[src/rtl/netirq_pkg.sv]
package netirq_pkg;

    localparam int WORD_W    = 32;
    localparam int LANE_W    = 8;
    localparam int NUM_WORDS = 2;
    localparam int NUM_SLOTS = 7;
    localparam int SLOT_W    = 3;
    localparam int PORT_W    = $clog2(LANE_W);
    localparam int ADDR_W    = 8;

    localparam logic [ADDR_W-1:0] ADR_STAT0 = 8'h10;
    localparam logic [ADDR_W-1:0] ADR_STAT1 = 8'h18;
    localparam logic [ADDR_W-1:0] ADR_MASK0 = 8'h20;
    localparam logic [ADDR_W-1:0] ADR_MASK1 = 8'h28;

    // Which status word a slot lives in.
    function automatic logic slot_word(input logic [SLOT_W-1:0] slot);
        case (slot)
            3'd2, 3'd5, 3'd6: slot_word = 1'b1;
            default:          slot_word = 1'b0;
        endcase
    endfunction

    // Which byte lane inside that word a slot owns.
    function automatic logic [1:0] slot_lane(input logic [SLOT_W-1:0] slot);
        case (slot)
            3'd0:       slot_lane = 2'd0;
            3'd1, 3'd2: slot_lane = 2'd1;
            3'd4, 3'd6: slot_lane = 2'd2;
            default:    slot_lane = 2'd3;
        endcase
    endfunction

endpackage

[src/rtl/netirq_lane_decode.sv]
module netirq_lane_decode
    import netirq_pkg::*;
#(
    parameter int P_WORD_W    = WORD_W,
    parameter int P_LANE_W    = LANE_W,
    parameter int P_NUM_WORDS = NUM_WORDS,
    parameter int P_NUM_SLOTS = NUM_SLOTS,
    parameter int P_SLOT_W    = SLOT_W,
    parameter int P_PORT_W    = PORT_W
) (
    input  logic                                   vld,
    input  logic [P_SLOT_W-1:0]                    slot,
    input  logic [P_PORT_W-1:0]                    port,
    output logic [P_NUM_WORDS-1:0][P_WORD_W-1:0]   hit
);

    localparam int BIT_W = $clog2(P_WORD_W);

    logic                 word_sel;
    logic [BIT_W-1:0]     bit_idx;
    logic                 in_range;

    always_comb begin
        word_sel = slot_word(slot);
        bit_idx  = BIT_W'(slot_lane(slot)) * BIT_W'(P_LANE_W) + BIT_W'(port);
        in_range = (32'(slot) < P_NUM_SLOTS);
        hit      = '0;
        for (int w = 0; w < P_NUM_WORDS; w++) begin
            if (vld && in_range && (w == int'(word_sel))) begin
                hit[w][bit_idx] = 1'b1;
            end
        end
    end

endmodule

[src/rtl/netirq_status_bank.sv]
module netirq_status_bank
    import netirq_pkg::*;
#(
    parameter int P_WORD_W    = WORD_W,
    parameter int P_LANE_W    = LANE_W,
    parameter int P_NUM_WORDS = NUM_WORDS
) (
    input  logic                                 clk,
    input  logic                                 rst_n,
    input  logic [P_NUM_WORDS-1:0][P_WORD_W-1:0] set_hit,
    input  logic [P_NUM_WORDS-1:0][P_WORD_W-1:0] clr_hit,
    output logic [P_NUM_WORDS-1:0][P_WORD_W-1:0] status_q
);

    typedef struct packed {
        logic [P_NUM_WORDS-1:0][P_WORD_W-1:0] st;
    } bank_t;

    bank_t bank_d, bank_q;

    always_comb begin
        bank_d = bank_q;
        for (int w = 0; w < P_NUM_WORDS; w++) begin
            // clear first, then set: set has priority on a shared bit
            bank_d.st[w] = (bank_q.st[w] & ~clr_hit[w]) | set_hit[w];
        end
    end

    always_ff @(posedge clk) begin
        if (!rst_n) begin
            bank_q <= '0;
        end else begin
            bank_q <= bank_d;
        end
    end

    assign status_q = bank_q.st;

    a_r3_set_lands: assert property (@(posedge clk) disable iff (!rst_n)
        (|set_hit) |=> ((status_q & $past(set_hit)) == $past(set_hit)));

    a_r3_clear_lands: assert property (@(posedge clk) disable iff (!rst_n)
        (|(clr_hit & ~set_hit)) |=> ((status_q & $past(clr_hit & ~set_hit)) == '0));

    a_r5_hold_without_request: assert property (@(posedge clk) disable iff (!rst_n)
        (!(|set_hit) && !(|clr_hit)) |=> $stable(status_q));

    a_r2_word1_lane0_empty: assert property (@(posedge clk) disable iff (!rst_n)
        status_q[1][P_LANE_W-1:0] == '0);

endmodule

[src/rtl/netirq_regs.sv]
module netirq_regs
    import netirq_pkg::*;
#(
    parameter int P_WORD_W    = WORD_W,
    parameter int P_NUM_WORDS = NUM_WORDS,
    parameter int P_ADDR_W    = ADDR_W
) (
    input  logic                                 clk,
    input  logic                                 rst_n,
    input  logic [P_ADDR_W-1:0]                  bus_addr,
    input  logic                                 bus_we,
    input  logic                                 bus_re,
    input  logic [P_WORD_W-1:0]                  bus_wdata,
    input  logic [P_NUM_WORDS-1:0][P_WORD_W-1:0] status,
    output logic [P_NUM_WORDS-1:0][P_WORD_W-1:0] mask_q,
    output logic [P_WORD_W-1:0]                  rdata_q
);

    typedef struct packed {
        logic [P_NUM_WORDS-1:0][P_WORD_W-1:0] mask;
        logic [P_WORD_W-1:0]                  rdata;
    } regs_t;

    regs_t regs_d, regs_q;

    logic hit_st0, hit_st1, hit_mk0, hit_mk1, mapped;

    always_comb begin
        // status words alias over a 4-byte window
        hit_st0 = (bus_addr[P_ADDR_W-1:2] == ADR_STAT0[P_ADDR_W-1:2]);
        hit_st1 = (bus_addr[P_ADDR_W-1:2] == ADR_STAT1[P_ADDR_W-1:2]);
        hit_mk0 = (bus_addr == ADR_MASK0);
        hit_mk1 = (bus_addr == ADR_MASK1);
        mapped  = hit_st0 | hit_st1 | hit_mk0 | hit_mk1;
    end

    always_comb begin
        regs_d = regs_q;
        if (bus_we && hit_mk0) regs_d.mask[0] = bus_wdata;
        if (bus_we && hit_mk1) regs_d.mask[1] = bus_wdata;
        if (bus_re) begin
            unique case (1'b1)
                hit_st0: regs_d.rdata = status[0];
                hit_st1: regs_d.rdata = status[1];
                hit_mk0: regs_d.rdata = regs_q.mask[0];
                hit_mk1: regs_d.rdata = regs_q.mask[1];
                default: regs_d.rdata = '0;
            endcase
        end
    end

    always_ff @(posedge clk) begin
        if (!rst_n) begin
            regs_q <= '0;
        end else begin
            regs_q <= regs_d;
        end
    end

    assign mask_q  = regs_q.mask;
    assign rdata_q = regs_q.rdata;

    a_r6_mask0_write: assert property (@(posedge clk) disable iff (!rst_n)
        (bus_we && bus_addr == ADR_MASK0) |=> (mask_q[0] == $past(bus_wdata)));

    a_r6_mask1_write: assert property (@(posedge clk) disable iff (!rst_n)
        (bus_we && bus_addr == ADR_MASK1) |=> (mask_q[1] == $past(bus_wdata)));

    a_r9_unmapped_zero: assert property (@(posedge clk) disable iff (!rst_n)
        (bus_re && !mapped) |=> (rdata_q == '0));

endmodule

[src/rtl/netirq_aggregator.sv]
module netirq_aggregator
    import netirq_pkg::*;
#(
    parameter int P_WORD_W    = WORD_W,
    parameter int P_LANE_W    = LANE_W,
    parameter int P_NUM_SLOTS = NUM_SLOTS,
    parameter int P_SLOT_W    = SLOT_W,
    parameter int P_PORT_W    = PORT_W,
    parameter int P_ADDR_W    = ADDR_W
) (
    input  logic                 clk,
    input  logic                 rst_n,
    input  logic                 set_vld,
    input  logic [P_SLOT_W-1:0]  set_slot,
    input  logic [P_PORT_W-1:0]  set_port,
    input  logic                 clr_vld,
    input  logic [P_SLOT_W-1:0]  clr_slot,
    input  logic [P_PORT_W-1:0]  clr_port,
    input  logic [P_ADDR_W-1:0]  bus_addr,
    input  logic                 bus_we,
    input  logic                 bus_re,
    input  logic [P_WORD_W-1:0]  bus_wdata,
    output logic [P_WORD_W-1:0]  bus_rdata,
    output logic                 irq
);

    localparam int NW = NUM_WORDS;

    logic [NW-1:0][P_WORD_W-1:0] set_hit, clr_hit, status_w, mask_w;

    netirq_lane_decode #(
        .P_WORD_W(P_WORD_W), .P_LANE_W(P_LANE_W), .P_NUM_WORDS(NW),
        .P_NUM_SLOTS(P_NUM_SLOTS), .P_SLOT_W(P_SLOT_W), .P_PORT_W(P_PORT_W)
    ) u_set_dec (
        .vld(set_vld), .slot(set_slot), .port(set_port), .hit(set_hit)
    );

    netirq_lane_decode #(
        .P_WORD_W(P_WORD_W), .P_LANE_W(P_LANE_W), .P_NUM_WORDS(NW),
        .P_NUM_SLOTS(P_NUM_SLOTS), .P_SLOT_W(P_SLOT_W), .P_PORT_W(P_PORT_W)
    ) u_clr_dec (
        .vld(clr_vld), .slot(clr_slot), .port(clr_port), .hit(clr_hit)
    );

    netirq_status_bank #(
        .P_WORD_W(P_WORD_W), .P_LANE_W(P_LANE_W), .P_NUM_WORDS(NW)
    ) u_bank (
        .clk(clk), .rst_n(rst_n),
        .set_hit(set_hit), .clr_hit(clr_hit), .status_q(status_w)
    );

    netirq_regs #(
        .P_WORD_W(P_WORD_W), .P_NUM_WORDS(NW), .P_ADDR_W(P_ADDR_W)
    ) u_regs (
        .clk(clk), .rst_n(rst_n),
        .bus_addr(bus_addr), .bus_we(bus_we), .bus_re(bus_re),
        .bus_wdata(bus_wdata), .status(status_w),
        .mask_q(mask_w), .rdata_q(bus_rdata)
    );

    typedef struct packed {
        logic irq;
    } out_t;

    out_t out_d, out_q;

    always_comb begin
        out_d = out_q;
        out_d.irq = 1'b0;
        for (int w = 0; w < NW; w++) begin
            out_d.irq = out_d.irq | (|(status_w[w] & mask_w[w]));
        end
    end

    always_ff @(posedge clk) begin
        if (!rst_n) begin
            out_q <= '0;
        end else begin
            out_q <= out_d;
        end
    end

    assign irq = out_q.irq;

    a_r7_irq_tracks_masked: assert property (@(posedge clk) disable iff (!rst_n)
        1'b1 |=> (irq == $past(|((status_w[0] & mask_w[0]) | (status_w[1] & mask_w[1])))));

    a_r4_bad_slot_ignored: assert property (@(posedge clk) disable iff (!rst_n)
        (set_vld && 32'(set_slot) >= P_NUM_SLOTS && !clr_vld) |=> $stable(status_w));

endmodule

[config.mk]
export PLATFORM = sky130hd
export DESIGN_NAME = netirq_aggregator
export DESIGN_NICKNAME = d
export VERILOG_FILES = /design/src/rtl/netirq_pkg.sv /design/src/rtl/netirq_lane_decode.sv /design/src/rtl/netirq_status_bank.sv /design/src/rtl/netirq_regs.sv /design/src/rtl/netirq_aggregator.sv
export SDC_FILE = /design/constraint.sdc
export NUM_CORES = 1
export LEC_CHECK = 0
export ABC_AREA = 1
export CAP_MARGIN = 20
export CELL_PAD_IN_SITES_DETAIL_PLACEMENT = 1
export CELL_PAD_IN_SITES_GLOBAL_PLACEMENT = 2
export CORE_ASPECT_RATIO = 1.1
export CORE_UTILIZATION = 32
export CTS_CLUSTER_SIZE = 24
export DETAILED_ROUTE_END_ITERATION = 8
export DONT_BUFFER_PORTS = 1
export PLACE_DENSITY_LB_ADDON = 0.25
export SETUP_SLACK_MARGIN = 0.4
export SYNTH_ARGS = -nofsm -noshare
export SYNTH_HDL_FRONTEND = slang
export SYNTH_SLANG_ARGS = --single-unit
[constraint.sdc]
create_clock -name clk -period 1.6 [get_ports clk]
set_input_delay 0.32 -clock clk [delete_from_list [all_inputs] [get_ports clk]]
set_output_delay 0.32 -clock clk [all_outputs]
set_load 0.005 [all_outputs]
# Yosys cells after proc, flatten, opt, wreduce, memory -nomap -nowiden
# Cells that the tools add are included.
[totals]
reg_bits = 161
output_inout_bits = 33
[classes]
reduce_logical = 20
order_cmp = 6
addsub = 2
bitwise_logic = 11
n_eq_ne = 14
n_mux = 13
[ops]
columns = ["op", "n"]
rows = [
  ["$and 32x32->32", 4],
  ["$mux 32", 4],
  ["$pmux 32 s4", 1],
  ["$not 32->32", 2],
  ["$or 32x32->32", 2],
  ["$reduce_or 32->1", 2],
  ["$eq 3x3->1 const B", 6],
  ["$eq 8x6->1 const B", 2],
  ["$eq 6x3->1 const B", 2],
  ["$lt 5x6->1 const B", 2],
  ["$pmux 2 s3", 2],
  ["$add 5x3->5", 2],
  ["$demux 1 s5", 2],
  ["$ge 5x1->1 const B", 2],
  ["$logic_and 1x1->1", 10],
  ["$reduce_or 2->1", 4],
  ["$eq 3x1->1 const B", 2],
  ["$eq 3x2->1 const B", 2],
  ["$logic_not 3->1", 2],
  ["$lt 3x3->1 const B", 2],
  ["$reduce_or 3->1", 2],
  ["$mux 1", 4],
  ["$not 1->1", 2],
  ["$or 1x1->1", 1],
]

# Logic depth before layout (Yosys ltp)
# Gate-level depths: netlist of run 1.
[depth]
depth_word = 12
depth_mapped = 9

# Modules after synthesis
# A second synthesis of run 1 with hierarchy kept.
[unflattened]
cells_unflattened = 1375
hier_area_um2 = 8748.4
[by_module_without_submodules]
columns = ["module", "area_each_um2", "cells_per_inst", "n_inst"]
rows = [
  ["netirq_regs", 4616.9, 656, 1],
  ["netirq_status_bank", 2393.5, 327, 1],
  ["netirq_lane_decode (u_set_dec)", 618.1, 131, 1],
  ["netirq_lane_decode (u_clr_dec)", 615.6, 131, 1],
  ["netirq_aggregator", 504.2, 130, 1],
]

# Least setup slack after synthesis of run 1
# OpenSTA, ideal clock, no wires.
[synth_path]
path_kind = "input port to flip-flop"
start = "input port bus_addr[0]"
end = "register u_regs.regs_q[77], in the netlist u_regs.mask_q[45]"
setup_slack_ns = 0.326
arrival_ns = 1.146
stages = 7
t_required_ns = 1.472
setup_time_ns = 0.128
path_cell_list = "inv_1 nand2_1 nor2_4 nand3_2 clkbuf_1 o21ai_0 a21oi_1"
[synth_between]
elab_chain_len = 2
[synth_rtl]
columns = ["item", "line", "source"]
rows = [
  ["from (decl)", "netirq_aggregator.sv:19", "input logic [P_ADDR_W-1:0] bus_addr,"],
  ["$eq 8x6->1", "netirq_regs.sv:33", "hit_mk1 = (bus_addr == ADR_MASK1);"],
  ["$logic_and 1x1->1", "netirq_regs.sv:40", "if (bus_we && hit_mk1) regs_d.mask[1] = bus_wdata;"],
  ["to (signal assigned)", "netirq_regs.sv:56", "regs_q <= regs_d;"],
  ["to (decl)", "netirq_regs.sv:24", "regs_t regs_d, regs_q;"],
]
# No other way between the ends.
# A chain may end at the register's enable or synchronous reset.

# Final worst setup path of run 1
[layout_path]
start = "register u_regs.regs_q[87], in the netlist u_regs.mask_q[55]"
end = "register out_q, in the netlist irq"
[layout_between]
elab_chain_len = 3
[layout_rtl]
columns = ["item", "line", "source"]
rows = [
  ["$and 32x32->32", "netirq_aggregator.sv:71", "out_d.irq = out_d.irq | (|(status_w[w] & mask_w[w]));"],
  ["$reduce_or 32->1", "netirq_aggregator.sv:71", ""],
  ["$or 1x1->1", "netirq_aggregator.sv:71", ""],
  ["to (signal assigned)", "netirq_aggregator.sv:79", "out_q <= out_d;"],
  ["to (decl)", "netirq_aggregator.sv:65", "out_t out_d, out_q;"],
]
# No other way between the ends.

==> results.yml, run 1 <==
status:
  status: "completed"
routing:
  drc: 0
  drtAntennaViolNets: 0
  avgRoutedWirePerCell_um: 19.67
  drt_pass1_iterations: 5
  wirelength_um: 28970
  vias: 7947
  drtIter0Drc: 435
  via_per_inst: 5.395
synthesis:
  syn_nets: 1226
  synth-seq-cells: 161
  netlist_instances: 1168
  yosysWarnings: 0
  avgSynthCellArea_um2: 6.686
  syn-cell-area_um2: 7809
  ys_seq_area_share_pct: 41.28
  synth_cell_types: 23
min_path:
  holdPathStages: 2
  hp-class: "input pin to flip-flop"
  min_from: "rst_n"
  min_to: "u_regs.mask_q[30]$_SDFFE_PN0P_"
die:
  design.core.area_um2: 23770
  die-height_um: 165.8
  rows: 59
  fp.dieW_um: 150.9
  die_area_um2: 25030
  initial_core_util_pct: 32.85
  io_pins: 91
clock_tree:
  clk_pin_slew_ns: 0.07
  cts_htree_levels: 4
  ctsRootBufferMaster: "clkbuf_16"
  cts.sinks: 161
  clk_latency_ns: 0.44
  cts_tree: "built"
  cts_buffers: 17
  cts_buffer_depth: 2
worst_setup_path:
  r2r_slack_ns: 0.35
  crit_type: "flip-flop to flip-flop"
  crit_arrival_ns: 1.57
  slowest_stage: "dfxtp_1"
  r2r_start: "u_regs.mask_q[55]$_SDFFE_PN0P_"
  slowest_delay_ns: 0.34
  r2r_end: "irq$_SDFF_PN0_"
  start_kind: "flip-flop"
  cp.required_ns: 1.91
  cp-end-kind: "flip-flop"
  cp.buffers_inverters: 0
  rr_worst_depth: 6
  crit_family: "simple AND/OR/NAND/NOR gates"
  worstPathCellList: "nand2_1 > nand4_1 > nor3_4 > nand2_2 > nor2_2 > nor2_1"
  crit_fanout: 3
timing:
  setup-tns-final_ns: 0
  clock_skew_ns: 0.009844
  min_period_ns: 1.254
  slew_headroom_pct: 68.10
  finalSetupViolCount: 0
  tightest_slew_ns: 0.4777
  hold_viol: 0
  grt_setup_unrepaired: "true"
  max_clock_freq_mhz: 797.5
  slew_viol_final: 0
  fin_crit_sh_pct: 78.37
pwr:
  p_seq_share_pct: 45.0
  peakVddDrop_v: 0.0005260
  power.total_w: 0.008961
  power_density_nw_per_um2: 991.8
  p_leak_nw: 3.637
  clkPwrFrac_pct: 48.6
  power.share.combinational_pct: 6.4
  p_switching_w: 0.002258
  p_sw_share_pct: 25.20
  intPower_w: 0.006703
run:
  drv_cap: 0
grt:
  grt_max_degree: 73
  grt_pass1_wl_um: 45950
  grt_pass1_vias: 7928
  antenna_found_initial: 0
  grt_overflow: 0
  grtUsageTotal_pct: 23.99
layout:
  area_growth_syn_to_layout_pct: 15.70
  nets: 1213
  layout_common_cells: "nand2_1 (300), dfxtp_1 (161), a21oi_1 (122)"
  drive_gt1_share_pct: 8.647
  diodes: 0
  final_common_cell: "nand2_1"
placement:
  io_buffers: 0
  place_congestion: 0.7909
  post-dp-hpwl_um: 19300
[registers in the layout (all words and copies together), names as in the netlist]
signal and count:
irq 1, u_bank.status_q 64, u_regs.mask_q 64, u_regs.rdata_q 32
[worst max-delay path by stage]
stage | end | depth (start not counted) | slack (ns) | startpoint
after detailed placement | u_regs.mask_q[43]$_SDFFE_PN0P_ | 8 | 0.07 | bus_addr[4]
final | irq$_SDFF_PN0_ | 6 | 0.35 | u_regs.mask_q[55]$_SDFFE_PN0P_
after floorplan | u_regs.mask_q[38]$_SDFFE_PN0P_ | 7 | 0.38 | bus_addr[0]
after global routing | irq$_SDFF_PN0_ | 8 | 0.22 | u_bank.status_q[63]$_SDFF_PN0_
after global placement | u_regs.mask_q[46]$_SDFFE_PN0P_ | 8 | 0.14 | bus_addr[4]
after CTS | irq$_SDFF_PN0_ | 8 | 0.34 | u_bank.status_q[60]$_SDFF_PN0_
[final cells by class]
cell class / count / area, µm²
Fill cell: 3027 / 14740
Multi-Input combinational cell: 863 / 4026
Sequential cell: 161 / 3223
Timing Repair Buffer: 40 / 510.5
Clock buffer: 18 / 439.2
Tap cell: 305 / 381.6
Inverter: 72 / 277.8
Clock inverter: 14 / 176.4
[cell families (layout without fill, tap and decap cells)]
kind of cell    Yosys count  in the layout  share of synthesized area [%]
flops                   161            161                          41.28
buf+inv                 144            144                          8.011
simple gates            594            594                          32.19
compound gates          269            269                          18.52
[metal layers]
| metal | vias to the layer above | part of all wire, % | global-route usage [%] |
|---|---|---|---|
| li1 | 3835 | - | - |
| met1 | 3896 | 48 | 33.27 |
| met2 | 189 | 46 | 37.42 |
| met3 | 27 | 5.4 | 5.440 |
| met4 | 0 | 1.2 | 5.652 |
| met5 | - | 0 | 0 |
[Yosys cell counts]
cell type	number	area, µm²
buf_2	29	145.1
nand3_1	116	580.6
o21bai_1	32	240.2
o211a_4	1	17.52
nor2_2	3	18.77
a21oi_2	2	17.52
o21ai_0	106	530.5
nor2_1	126	473.0
clkinv_1	1	3.750
inv_2	4	15.01
nand3_2	2	20.02
clkbuf_2	3	15.01
o21ai_1	6	30.03
buf_6	3	33.78
inv_1	67	251.5
dfxtp_1	161	3223
nor2_4	4	45.04
nor3_1	3	15.01
nand2_1	306	1149
nand4_1	34	212.7
buf_4	6	45.04
clkbuf_1	31	116.4
a21oi_1	122	610.6
[power groups by stage]
| stage | logic [W] | registers (W) | clock network (W) |
|---|---|---|---|
| after detailed placement | 0.000558 | 0.00412 | 0 |
| after global routing | 0.000621 | 0.00403 | 0.00461 |
| after floorplan | 0.000370 | 0.00412 | 0 |
| after global placement | 0.000554 | 0.00412 | 0 |
| after CTS | 0.000564 | 0.00403 | 0.00444 |
| final | 0.000572 | 0.00403 | 0.00436 |
[per-stage QoR]
stage | setup WS (ns) | hold slack (ns) | area (µm²) | instances | util [%]
floorplan | 0.3840 | 0.4207 | 7913 | 1168 | -
finish | 0.3461 | 0.02228 | 9035 | 1473 | 38.01
global placement | 0.1357 | 0.4336 | 8290 | 1432 | 34.88
detailed placement | 0.06660 | 0.4351 | 8290 | 1432 | 34.88
global route | 0.2249 | 0.01495 | 9035 | 1473 | 38.01
CTS | 0.3359 | 0.01262 | 8991 | 1471 | 37.82
[repair_timing]
item	CTS	global route
buffers inserted	0	1
endpoints found under the setup margin	1	2
endpoints found under the hold margin	8	0
pin swaps	3	3
gates resized for setup	5	3
hold buffers	7	0
gates cloned	0	1
(Power assumes the default switching activity.)
==> run 2, diff against run 1 <==
- ABC_AREA: 1 -> 0
- clock period: 1.6 -> 1.3 ns (I/O delays scaled with it)
==> results.yml, run 2 <==
clock_tree:
  ctsRootBufferMaster: "clkbuf_16"
  cts_tree: "built"
  cts_buffers: 17
  cts_htree_levels: 4
  cts_buffer_depth: 2
  clk_pin_slew_ns: 0.07
  clk_latency_ns: 0.44
  cts.sinks: 161
grt:
  grt_pass1_wl_um: 48820
  grt_pass1_vias: 7895
  grt_overflow: 0
  grtUsageTotal_pct: 29.20
  antenna_found_initial: 0
  grt_max_degree: 164
synthesis:
  netlist_instances: 847
  yosys.area.top_type: "dfxtp_1"
  synth_top_area_share_pct: 44.98
  yosysWarnings: 0
  synth_common_cells: "nand2_1 (172), dfxtp_1 (161), o21ai_0 (90), a21boi_0 (59), clkbuf_1 (51)"
  synth-edff-count: 0
  syn_nets: 905
  synth-seq-cells: 161
  synthFlopType: "dfxtp_1"
  synth.most_common_cell: "nand2_1"
  synth-async-reset-ratio_pct: 0
  avgSynthCellArea_um2: 8.460
  syn-cell-area_um2: 7166
  synth_cell_types: 41
  synth.area.top_cells: "dfxtp_1 (45%), nand2_1 (9.0%), o21ai_0 (6.3%)"
  ys_seq_area_share_pct: 44.98
routing:
  drc: 0
  via_per_inst: 5.974
  drtAntennaViolNets: 0
  drtIter0Drc: 652
  avgRoutedWirePerCell_um: 28.02
  vias: 7892
  wirelength_um: 37010
  drt_pass1_iterations: 5
die:
  design.core.area_um2: 22040
  initial_core_util_pct: 32.52
  rows: 57
  die_area_um2: 23000
  fp.dieW_um: 144.7
  io_pins: 91
  die-height_um: 158.9
min_path:
  min_to: "u_regs.rdata_q[25]$_SDFFE_PN0P_"
  holdPathStages: 2
  min_from: "rst_n"
  hp-class: "input pin to flip-flop"
pwr:
  p_leak_nw: 3.799
  power.total_w: 0.01063
  peakVddDrop_v: 0.0007499
  power_density_nw_per_um2: 977.1
worst_setup_path:
  r2r_slack_ns: -0.23
  crit_type: "input pin to flip-flop"
  r2r_start: "u_bank.status_q[30]$_SDFF_PN0_"
  slowest_stage: "or4b_4"
  cp.required_ns: 1.65
  r2r_end: "irq$_SDFF_PN0_"
  cp-end-kind: "flip-flop"
  rr_worst_depth: 5
  start_kind: "input pin"
  crit_fanout: 6
  crit_arrival_ns: 1.96
  slowest_delay_ns: 0.56
  cp_common_cell: "buf_4"
  worstPathCellList: "or4b_4 > buf_6 > nor4_4 > buf_4 > and2_4 > buf_4 > nand2_1 > a21boi_1"
layout:
  multiInputGateArea_um2: 4467
  diodes: 0
  nets: 1071
  regArea_um2: 3301
  fillers: 2445
  area_growth_syn_to_layout_pct: 51.86
  drive_gt1_share_pct: 39.96
  final_common_cell: "buf_4"
  layout_common_cells: "buf_4 (136), dfxtp_1 (119), nand2_1 (113)"
timing:
  hold_viol: 23
  worst_slack_ns: -0.3147
  slew_viol_final: 0
  min_period_ns: 1.615
  holdWs_ns: -0.05927
  max_clock_freq_mhz: 619.3
  clock_skew_ns: 0.01069
  finalSetupViolCount: 97
  grt_setup_unrepaired: "true"
  tightest_slew_ns: 0.5933
  slew_headroom_pct: 60.27
  fin_crit_sh_pct: 124.2
  setup-tns-final_ns: -17.05
status:
  violations: "negative hold slack, negative setup slack"
  status: "finished, violations left"
placement:
  post-dp-hpwl_um: 23880
  place_congestion: 0.8562
  io_buffers: 0
run:
  drv_cap: 0
## run 2: worst max-delay path by stage
stage	slack [ns]	startpoint	to
floorplan	-0.54	bus_addr[0]	u_regs.mask_q[10]$_SDFFE_PN0P_
global placement	-0.68	bus_addr[0]	u_regs.rdata_q[8]$_SDFFE_PN0P_
detailed placement	-0.71	bus_addr[0]	u_regs.rdata_q[8]$_SDFFE_PN0P_
CTS	-0.19	bus_addr[0]	u_regs.rdata_q[30]$_SDFFE_PN0P_
global route	-0.32	bus_addr[0]	u_regs.mask_q[46]$_SDFFE_PN0P_
finish	-0.31	bus_addr[0]	u_regs.mask_q[46]$_SDFFE_PN0P_
## run 2: power by group
part,internal (W),switching [W],leakage [nW]
Combinational,0.000266,0.000263,2.20
Sequential,0.00493,0.0000186,1.32
Clock,0.00293,0.00223,0.275
## run 2: routing by layer
| layer | track usage (%) | vias to the layer above | wire length [µm] |
|---|---|---|---|
| met3 | 7.338 | 131 | 2820 |
| met5 | 0 | - | 0 |
| met2 | 50.94 | 383 | 18160 |
| li1 | - | 3422 | - |
| met1 | 33.58 | 3956 | 13940 |
| met4 | 11.63 | 0 | 2086 |
## run 2: layout make-up
type / instances / share of cell area, %
multi-input combinational: 620 / 41.05
sequential: 161 / 30.33
timing repair buffer: 209 / 19.66
clock buffer: 20 / 4.197
tap: 295 / 3.392
clock inverter: 12 / 1.230
inverter: 4 / 0.1380
## run 2: critical path, delay by kind of cell
family                 cells  cell delay [ns]
and+or+nand+nor            4             1.00
buffers and inverters      3             0.49
AOI/OAI and AO/OA          1             0.20
## run 2: stage by stage
step                      setup slack [ns]  cell area, µm²  std cells  hold WS (ns)  utilization (%)
after floorplan                    -0.5419            7478        847        0.3948                -
after global placement             -0.6821            8561       1221        0.3975            38.85
after detailed placement           -0.7097            8561       1221        0.4025            38.85
after CTS                          -0.1888            9712       1290      -0.03288            44.07
after global routing               -0.3190           10880       1321      -0.06455            49.38
final                              -0.3147           10880       1321      -0.05927            49.38
## run 2: cells by family after synthesis
| logic type | after synthesis | synth area share (%) |
|---|---|---|
| AO/OA/AOI/OAI | 343 | 32.53 |
| AND/OR/NAND/NOR | 274 | 18.35 |
| flip-flops | 161 | 44.98 |
| buffers and inverters | 66 | 3.754 |
| XOR/XNOR | 2 | 0.2445 |
| multiplexers | 1 | 0.1397 |
## run 2: timing repair
action                     in CTS  in global routing
hold buffers                   32                  2
setup endpoints to repair     131                156
resized for setup              72                220
gates cloned                    2                 19
hold endpoints to repair      114                 90
buffers inserted                3                 10
pin swaps                       5                 92
==> run 3, diff against run 2 <==
- SYNTH_HIERARCHICAL: default -> 1
==> results.yml, run 3 <==
status:
  status: "finished, violations left"
  violations: "negative hold slack, negative setup slack"
worst_setup_path:
  crit_arrival_ns: 1.79
  worstPathCellList: "a22o_1 > a221oi_2 > nand4_1 > nor3_2 > a21boi_1"
  start_kind: "flip-flop"
  worstSetupStartpoint: "u_regs/mask_q[25]$_SDFFE_PN0P_"
  cp.buffers_inverters: 0
  r2r_start: "u_regs/mask_q[25]$_SDFFE_PN0P_"
  crit_type: "flip-flop to flip-flop"
  cp-end-kind: "flip-flop"
  cp.required_ns: 1.62
  slowest_delay_ns: 0.33
  slowest_stage: "dfxtp_2"
  crit_family: "compound AO/OA/AOI/OAI gates"
  crit_fanout: 2
clock_tree:
  cts.sinks: 161
  cts_htree_levels: 4
  cts_buffer_depth: 2
  clk_latency_ns: 0.44
  cts_buffers: 17
  cts_tree: "built"
  postCtsHoldBufs: 9
  clk_pin_slew_ns: 0.06
  ctsRootBufferMaster: "clkbuf_16"
synthesis:
  syn-cell-area_um2: 7896
  synth_top_area_share_pct: 40.82
  synth.area.top_cells: "dfxtp_1 (41%), nor2b_1 (7.7%), o21a_1 (6.1%)"
  synth.most_common_cell: "dfxtp_1"
  ys_seq_area_share_pct: 40.82
  synth-edff-count: 0
  synth-seq-cells: 161
  avgSynthCellArea_um2: 8.491
  yosys.area.top_type: "dfxtp_1"
  synthFlopType: "dfxtp_1"
  yosysWarnings: 6
  synth-async-reset-ratio_pct: 0
  synth_cell_types: 39
  netlist_instances: 930
  synth_common_cells: "dfxtp_1 (161), nor2_1 (108), nor2b_1 (97), nand3_1 (67)"
timing:
  max_clock_freq_mhz: 682.2
  grt_setup_unrepaired: "true"
  holdWs_ns: -0.06896
  fin_crit_sh_pct: 112.8
  finalSetupViolCount: 1
  clock_skew_ns: 0.009458
  min_period_ns: 1.466
  worst_slack_ns: -0.1659
  hold_viol: 29
  slew_viol_final: 0
grt:
  antenna_found_initial: 2
  met1_usage_pct: 39.27
  use_met2_pct: 43.54
  grt_overflow: 0
  grt_pass1_vias: 7983
  use_met3_pct: 5.589
  grtUsageTotal_pct: 28.86
  grt_pass1_wl_um: 52560
  grt-busiest-layer: "met2"
  grt_max_degree: 194
min_path:
  hp-class: "input pin to flip-flop"
  min_from: "rst_n"
routing:
  vias: 7903
  via_per_inst: 5.794
  drtAntennaViolNets: 0
  wirelength_um: 37860
  drtIter0Drc: 606
  drt_pass1_iterations: 5
  avgRoutedWirePerCell_um: 27.75
  drc: 0
layout:
  regArea_um2: 3379
  multiInputGateArea_um2: 5351
  final_area_um2: 11850
  nets: 1104
  drive_gt1_share_pct: 50.38
  final_common_cell: "nor2_1"
  area_growth_syn_to_layout_pct: 50.10
  final_cells: 1364
  fillers: 2613
  layout_common_cells: "nor2_1 (101), dfxtp_2 (89), nor2b_1 (88)"
placement:
  place_inst: 1282
  io_buffers: 0
  placed_area_um2: 8971
  pre_cts_slack_ns: -0.1724
  post-dp-hpwl_um: 21360
  place_congestion: 0.8379
pwr:
  clkPwrFrac_pct: 49.9
  p_sw_share_pct: 22.71
  p_switching_w: 0.002495
  peakVddDrop_v: 0.0008509
  power_density_nw_per_um2: 926.6
  power.share.combinational_pct: 4.8
  intPower_w: 0.008488
  p_seq_share_pct: 45.3
  p_leak_nw: 4.311
run:
  drv_cap: 0
die:
  initial_core_util_pct: 33.01
  rows: 59
  io_pins: 91
  die-height_um: 166.8
  fp.dieW_um: 151.8
  die_area_um2: 25310
  design.core.area_um2: 23920
[run 3: routing by layer]
| metal | vias up | part of all wire [%] |
|---|---|---|
| li1 | 3529 | - |
| met1 | 3942 | 42 |
| met2 | 338 | 46 |
| met3 | 94 | 7.3 |
| met4 | 0 | 4.8 |
| met5 | - | 0 |
[run 3: logic make-up (layout without fill, tap and decap cells)]
logic type             after synthesis  count (layout)  share of synthesized area (%)
other                                2              17                        0.09511
muxes                               32              32                          4.564
AOI/OAI and AO/OA                  290             290                          23.13
DFF                                161             161                          40.82
buffers and inverters               89             203                          6.180
and+or+nand+nor                    356             356                          25.21
[run 3: cell type report]
cell class / count / area share, %
clock inverters: 10 / 1.341
well taps: 305 / 3.220
diodes: 1 / 0.02111
multi-input cells: 694 / 45.15
repair buffers: 172 / 17.87
flip-flops and latches: 161 / 28.51
clock buffers: 21 / 3.885
[run 3: stage by stage]
step           utilization [%]  TNS (ns)  hold WS, ns  total power (W)
2_1_floorplan                -    -1.053       0.4131         0.005544
3_3_place_gp             37.51    -6.952       0.4048         0.005514
3_5_place_dp             37.51    -9.379       0.4110         0.005513
4_1_cts                  46.33  -0.01955     -0.04774          0.01095
5_1_grt                  49.54   -0.1699     -0.06582          0.01123
6_report                 49.56   -0.1659     -0.06896          0.01098
[run 3: worst paths after layout]
| kind | endpoint | slack [ns] | depth (start not counted) |
|---|---|---|---|
| setup reg to reg | irq$_SDFF_PN0_ | -0.17 | 5 |
| hold reg to reg | u_regs/mask_q[38]$_SDFFE_PN0P_ | 0.49 | 2 |
| setup / recovery | irq$_SDFF_PN0_ | -0.17 | 5 |
| hold / removal | u_regs/rdata_q[11]$_SDFFE_PN0P_ | -0.07 | 2 |
[run 3: power groups by stage]
stage               registers (W)  clock network, W  logic [W]
global route              0.00497           0.00571   0.000548
CTS                       0.00498           0.00550   0.000475
floorplan                 0.00509                 0   0.000451
global placement          0.00511                 0   0.000406
detailed placement        0.00511                 0   0.000406
finish                    0.00498           0.00548   0.000526
[run 3: what timing repair did]
action / CTS / global route
resized for setup: 283 / 186
setup endpoints to repair: 136 / 154
pin swaps: 92 / 86
gates cloned: 15 / 4
setup buffers: 16 / 6
hold endpoints to repair: 81 / 93
[run 3: worst register-to-register path, stage by stage, from the launching register on]
cell,delay [ns]
dfxtp_2,0.33
a22o_1,0.27
a221oi_2,0.30
nand4_1,0.20
nor3_2,0.16
a21boi_1,0.08
